==> config.mk <==
export PLATFORM = sky130hd
export DESIGN_NAME = ic_channel
export DESIGN_NICKNAME = d
export VERILOG_FILES = /design/src/rtl/ic_pkg.sv /design/src/rtl/ic_edge_sync.sv /design/src/rtl/ic_cfg_reg.sv /design/src/rtl/ic_downcount.sv /design/src/rtl/ic_channel.sv
export SDC_FILE = /design/constraint.sdc
export NUM_CORES = 1
export LEC_CHECK = 0
export ABC_CLOCK_PERIOD_IN_PS = 2200
export BUFFER_PORTS_ARGS = -buffer_cell sky130_fd_sc_hd__buf_4
export CAP_MARGIN = 20
export CORE_UTILIZATION = 45
export DETAILED_ROUTE_END_ITERATION = 10
export PLACE_DENSITY_LB_ADDON = 0.2
export SETUP_SLACK_MARGIN = 0.2
export SYNTH_ARGS = -nofsm -noshare
export SYNTH_HDL_FRONTEND = slang
export SYNTH_SLANG_ARGS = --single-unit
==> constraint.sdc <==
create_clock -name clk_i -period 2.2 [get_ports clk_i]
set_clock_uncertainty 0.1 [all_clocks]
set_input_delay 0.11 -clock clk_i [delete_from_list [all_inputs] [get_ports clk_i]]
set_output_delay 0.11 -clock clk_i [all_outputs]
set_load 0.005 [all_outputs]
==> src/rtl/ic_pkg.sv <==
package ic_pkg;
  typedef enum logic {
    IC_RATE   = 1'b0,
    IC_STROBE = 1'b1
  } ic_mode_e;
endpackage

==> src/rtl/ic_edge_sync.sv <==
module ic_edge_sync #(
  parameter int STAGES = 2
) (
  input  logic clk_i,
  input  logic rst_i,
  input  logic d_i,
  output logic rise_o
);
  logic [STAGES-1:0] sync_q;
  logic              prev_q;

  always_ff @(posedge clk_i) begin
    if (rst_i) begin
      sync_q <= '0;
      prev_q <= 1'b0;
    end else begin
      sync_q <= {sync_q[STAGES-2:0], d_i};
      prev_q <= sync_q[STAGES-1];
    end
  end

  assign rise_o = sync_q[STAGES-1] & ~prev_q;
endmodule

==> src/rtl/ic_cfg_reg.sv <==
module ic_cfg_reg
  import ic_pkg::*;
#(
  parameter int WIDTH = 16
) (
  input  logic             clk_i,
  input  logic             rst_i,
  input  logic             wr_en_i,
  input  logic             wr_mode_i,
  input  logic [WIDTH-1:0] wr_count_i,
  output ic_mode_e         mode_o,
  output logic [WIDTH-1:0] init_o,
  output logic             load_o
);
  always_ff @(posedge clk_i) begin
    if (rst_i) begin
      mode_o <= IC_RATE;
      init_o <= '0;
      load_o <= 1'b0;
    end else begin
      load_o <= wr_en_i;
      if (wr_en_i) begin
        mode_o <= ic_mode_e'(wr_mode_i);
        init_o <= wr_count_i;
      end
    end
  end
endmodule

==> src/rtl/ic_downcount.sv <==
module ic_downcount
  import ic_pkg::*;
#(
  parameter int WIDTH = 16
) (
  input  logic             clk_i,
  input  logic             rst_i,
  input  logic             load_i,
  input  ic_mode_e         mode_i,
  input  logic [WIDTH-1:0] init_i,
  input  logic             tick_i,
  input  logic             trig_i,
  output logic             out_n_o,
  output logic             running_o,
  output logic [WIDTH-1:0] cnt_o
);
  localparam logic [WIDTH-1:0] ONE = WIDTH'(1);

  logic terminal;
  assign terminal = running_o && (cnt_o == ONE);

  always_ff @(posedge clk_i) begin
    if (rst_i) begin
      cnt_o     <= '0;
      running_o <= 1'b0;
      out_n_o   <= 1'b1;
    end else if (load_i) begin
      cnt_o     <= init_i;
      running_o <= (mode_i == IC_RATE);
      out_n_o   <= 1'b1;
    end else if (trig_i) begin
      cnt_o     <= init_i;
      running_o <= 1'b1;
      if (tick_i) out_n_o <= 1'b1;
    end else if (tick_i) begin
      if (terminal) begin
        out_n_o <= 1'b0;
        if (mode_i == IC_RATE) cnt_o <= init_i;
        else                   running_o <= 1'b0;
      end else begin
        out_n_o <= 1'b1;
        if (running_o) cnt_o <= cnt_o - ONE;
      end
    end
  end
endmodule

==> src/rtl/ic_channel.sv <==
module ic_channel
  import ic_pkg::*;
#(
  parameter int WIDTH       = 16,
  parameter int SYNC_STAGES = 2
) (
  input  logic             clk_i,
  input  logic             rst_i,
  input  logic             cnt_clk_i,
  input  logic             gate_i,
  input  logic             wr_en_i,
  input  logic             wr_mode_i,
  input  logic [WIDTH-1:0] wr_count_i,
  output logic             out_n_o
);
  logic             cnt_tick;
  logic             gate_rise;
  logic             strobe_trig;
  logic             load_pulse;
  ic_mode_e         cfg_mode;
  logic [WIDTH-1:0] cfg_init;
  logic             run_flag;
  logic [WIDTH-1:0] cnt_val;

  ic_edge_sync #(.STAGES(SYNC_STAGES)) u_clk_edge (
    .clk_i (clk_i),
    .rst_i (rst_i),
    .d_i   (cnt_clk_i),
    .rise_o(cnt_tick)
  );

  ic_edge_sync #(.STAGES(SYNC_STAGES)) u_gate_edge (
    .clk_i (clk_i),
    .rst_i (rst_i),
    .d_i   (gate_i),
    .rise_o(gate_rise)
  );

  ic_cfg_reg #(.WIDTH(WIDTH)) u_cfg (
    .clk_i     (clk_i),
    .rst_i     (rst_i),
    .wr_en_i   (wr_en_i),
    .wr_mode_i (wr_mode_i),
    .wr_count_i(wr_count_i),
    .mode_o    (cfg_mode),
    .init_o    (cfg_init),
    .load_o    (load_pulse)
  );

  assign strobe_trig = gate_rise && (cfg_mode == IC_STROBE);

  ic_downcount #(.WIDTH(WIDTH)) u_core (
    .clk_i    (clk_i),
    .rst_i    (rst_i),
    .load_i   (load_pulse),
    .mode_i   (cfg_mode),
    .init_i   (cfg_init),
    .tick_i   (cnt_tick),
    .trig_i   (strobe_trig),
    .out_n_o  (out_n_o),
    .running_o(run_flag),
    .cnt_o    (cnt_val)
  );
endmodule

==> impl_metrics.toml <==
[final_layout]
num-fill-cells = 390
antennaDiodeCount = 0
nNetsFinal = 297
multiInputGateArea_um2 = 1150
final_layout_size_suffix_gt1_share_pct = 22.6
final_core_util_pct = 60.8
sequential_cell_area_um2 = 846
stdcell_count = 326
area_growth_pct = 27.3

[global_routing]
maximum_number_of_pins_on_one_net_before_global_route_repair = 44
grt_pass1_wl_mm = 7.93
via_count_of_the_first_global_routing_pass = 1642
globalRouteOverflowTotal = 0
gr-usage-all-layers_pct = 20.2
antenna_violations_before_repair = 0

[setup_path]
worstPathArrival_ps = 2070
crit-reg2reg-capture = "u_core.cnt_o[13]$_SDFFE_PP0P_"
critical_path.n_buffers_inverters = 2
required_worst_endpoint_ps = 2310
timing.critical_path.slowest_cell_delay_ps = 330
worst_r2r_path_depth = 8
regToRegStartpoint = "u_core.cnt_o[1]$_SDFFE_PP0P_"
path_delay_family = "compound AO/OA/AOI/OAI gates"
startpoint_type = "register"
crit_fanout = 7
r2r_slack_ps = 240
worst_setup_path_end_kind = "register"
crit_path_top_delay_cell = "sky130_fd_sc_hd__dfxtp_2"
crit_path_cell_trace = "inv_1, ha_1, nor4bb_4, and3_4, a31o_4, buf_12, a22o_1, a221oi_2"
timing.setup.critical_path_class = "reg -> reg"

[synth]
post_synth.cell_area_avg_um2 = 9.59
synth_top_cell_by_area = "sky130_fd_sc_hd__dfxtp_1"
synthesis.instances = 223
synth.distinct_cells = 45
yosys.area.top_type_share_pct = 39.3
synth.net_count = 247
mappedNetlistArea_um2 = 2140
synth-seq-area-share_pct = 39.3
netlist_top_cells_area = "sky130_fd_sc_hd__dfxtp_1 39%, sky130_fd_sc_hd__mux2i_1 14%, sky130_fd_sc_hd__nor2_1 4.7%"
yosys_warnings = 0
synth.ff_latch_count = 42

[routing]
antenna_viol_nets_final = 0
postRouteWirelength_mm = 4.66
drt-pass1-iter-count = 6
number_of_remaining_drc_errors = 0
wl_per_cell_um = 14.3
detailroute.via_count = 1783
via_per_inst = 5.47
dr.first_iter.drc_count = 145

[clock_tree]
cts_made_buffers = 5
cts_max_path_buffers = 2
cts.root.buffer_cell = "sky130_fd_sc_hd__clkbuf_8"
worst_skew_pair.late_latency_ps = 290
clk_pin_slew_worst_paths_ps = 80
h-tree-depth = 2
tritoncts = "yes"
number_of_sinks_driven_by_the_clock_tree = 42

[power]
seqPwrFrac_pct = 44.7
internal_power_mw = 1.36
power-per-cell-area_nw_per_um2 = 718
switching_power_uw = 590
ir_drop_v = 0.000329
swShare_pct = 30.2
power.clock.fraction_pct = 25.8
leakage_nw = 1.17
power_frac_comb_pct = 29.5

[run]
maxCapViolations = 0

[floorplanning]
floorplan.initialDensity_pct = 47.8
chipHeight_um = 70.9
die_area_um2 = 5030
placementRows = 24
floorplan.core_area_um2 = 4470
die_width_um = 70.9
top_level_ports = 23

[timing]
postLayoutSetupSlackWorst_ps = 238
report.final.slew_viol_count = 0
setup_viol_count_final = 0
setup_repair_after_global_routing_missed_its_margin = "true"
final_critical_path_time_including_i_o_delays_and_setup_ps = 1960
fmax_mhz = 510
hold_viol_final = 0
timing_worst_slew_pin_value_ps = 461
setup_tns_ps = 0
slew_headroom_pct = 69.3
hold_slack_ps = 150
layout_worst_path_cycle_share_pct = 89.2

[worst_hold_path]
hold_class = "in -> reg"
holdPathEnd = "u_cfg.init_o[9]$_SDFFE_PP0P_"
min_delay_path_depth = 2
timing.hold.worst.start = "rst_i"

[placed_design]
io_buffer_count = 22
dpl_worst_slack_ps = 75.3
place.detailed.instances = 297
place.gp.congestion = 0.865
post-dp-hpwl_mm = 3.13

[run_status]
run_status = "finished, final reports clean"
==> registers in the layout (all words and copies together) (netlist names) <==
| signal | cells |
|---|---|
| u_cfg.init_o | 16 |
| u_cfg.load_o | 1 |
| u_cfg.mode_o | 1 |
| u_clk_edge.prev_q | 1 |
| u_clk_edge.sync_q | 2 |
| u_core.cnt_o | 16 |
| u_core.out_n_o | 1 |
| u_core.running_o | 1 |
| u_gate_edge.prev_q | 1 |
| u_gate_edge.sync_q | 2 |
==> layer usage <==
layer / up-vias / GRT usage, % / share of wire, %
met3: 2 / 3.85 / 3.1
met1: 831 / 28.1 / 51
met2: 42 / 31.9 / 46
met4: 0 / 6.00 / 0.54
li1: 908 / - / -
met5: - / 0 / 0
==> kinds of logic after synthesis <==
group / count (synthesis) / share of synthesized area [%]
and+or+nand+nor: 79 / 22.0
AOI/OAI and AO/OA: 41 / 16.9
buffers and inverters: 30 / 7.08
muxes: 29 / 13.6
DFF: 42 / 39.3
adders and majority gates: 2 / 1.17
==> worst max path at each step <==
stage	from	endpoint	slack [ps]	cells after the start
2_1_floorplan	u_core.cnt_o[0]$_SDFFE_PP0P_	u_core.cnt_o[15]$_SDFFE_PP0P_	270	7
6_report	u_core.cnt_o[1]$_SDFFE_PP0P_	u_core.cnt_o[13]$_SDFFE_PP0P_	240	8
5_1_grt	u_core.cnt_o[0]$_SDFFE_PP0P_	u_core.cnt_o[9]$_SDFFE_PP0P_	190	7
3_5_place_dp	u_core.cnt_o[0]$_SDFFE_PP0P_	u_core.cnt_o[5]$_SDFFE_PP0P_	80	7
4_1_cts	u_core.cnt_o[1]$_SDFFE_PP0P_	u_core.cnt_o[13]$_SDFFE_PP0P_	230	8
3_3_place_gp	u_core.cnt_o[0]$_SDFFE_PP0P_	u_core.cnt_o[7]$_SDFFE_PP0P_	190	7
==> per-stage QoR <==
| stage | cell area (um2) | total power, mW |
|---|---|---|
| final | 2720 | 1.95 |
| after global routing | 2720 | 2.08 |
| after CTS | 2710 | 1.97 |
| after detailed placement | 2390 | 1.43 |
| after global placement | 2390 | 1.43 |
| after floorplan | 2140 | 1.29 |
==> repair_timing <==
| action | in CTS | in global routing |
|---|---|---|
| hold buffers | 19 | 0 |
| pin swaps | 1 | 6 |
| endpoints found under the hold margin | 19 | 0 |
| endpoints found under the setup margin | 15 | 13 |
| resized for setup | 1 | 6 |
| setup buffers | 2 | 0 |
==> final cells by class <==
| cell class | count | area share (%) |
|---|---|---|
| Clock buffer | 7 | 3.17 |
| Sequential cell | 42 | 31.1 |
| Multi-Input combinational cell | 151 | 42.2 |
| Timing Repair Buffer | 57 | 18.8 |
| Tap cell | 52 | 2.39 |
| Inverter | 16 | 2.21 |
| Clock inverter | 1 | 0.184 |
==> power by group through the flow <==
| stage | sequential [mW] | combinational, mW | clock (mW) |
|---|---|---|---|
| 2_1_floorplan | 0.879 | 0.408 | 0 |
| 3_3_place_gp | 0.888 | 0.539 | 0 |
| 3_5_place_dp | 0.890 | 0.540 | 0 |
| 4_1_cts | 0.873 | 0.571 | 0.522 |
| 5_1_grt | 0.882 | 0.639 | 0.559 |
| 6_report | 0.873 | 0.577 | 0.505 |
==> worst register-to-register path, stage by stage (launching register included) <==
cell                       delay [ps]
sky130_fd_sc_hd__dfxtp_2          330
sky130_fd_sc_hd__inv_1             60
sky130_fd_sc_hd__ha_1             180
sky130_fd_sc_hd__nor4bb_4         150
sky130_fd_sc_hd__and3_4           210
sky130_fd_sc_hd__a31o_4           260
sky130_fd_sc_hd__buf_12           140
sky130_fd_sc_hd__a22o_1           220
sky130_fd_sc_hd__a221oi_2         250
==> synthesized netlist by cell type (all sizes together) <==
| master | n |
|---|---|
| dfxtp | 42 |
| or4 | 2 |
| and3 | 5 |
| nand2b | 2 |
| nor2b | 10 |
| a21o | 1 |
| clkbuf | 8 |
| a22o | 2 |
| buf | 6 |
| nor2 | 28 |
| a31oi | 2 |
| a221oi | 3 |
| o211ai | 2 |
| nand2 | 7 |
| o22ai | 1 |
| nor4bb | 1 |
| nor3 | 9 |
| a2bb2oi | 5 |
| nand4 | 2 |
| mux2i | 29 |
| ha | 2 |
| nor4 | 3 |
| nand3b | 1 |
| o21ai | 4 |
| nand3 | 7 |
| o32ai | 12 |
| a22oi | 6 |
| o21a | 1 |
| inv | 16 |
| and2 | 2 |
| a21oi | 1 |
| a31o | 1 |
==> placed cells by master (no fill, tap or decap), drive strengths merged, types with 2 or more instances in the layout <==
master	netlist	layout
nand2b	2	2
ha	2	2
a31oi	2	2
dfxtp	42	42
inv	16	16
nand3	7	7
a22oi	6	6
dlygate4sd3	0	19
o32ai	12	12
o211ai	2	2
nor2	28	28
nor3	9	9
and2	2	2
nor2b	10	10
a221oi	3	3
and3	5	5
nor4	3	3
mux2i	29	29
buf	6	38
nand2	7	7
or4	2	2
nand4	2	2
a2bb2oi	5	5
o21ai	4	4
a22o	2	2
clkbuf	8	7
No activity file was read; power rests on OpenSTA's default activity.
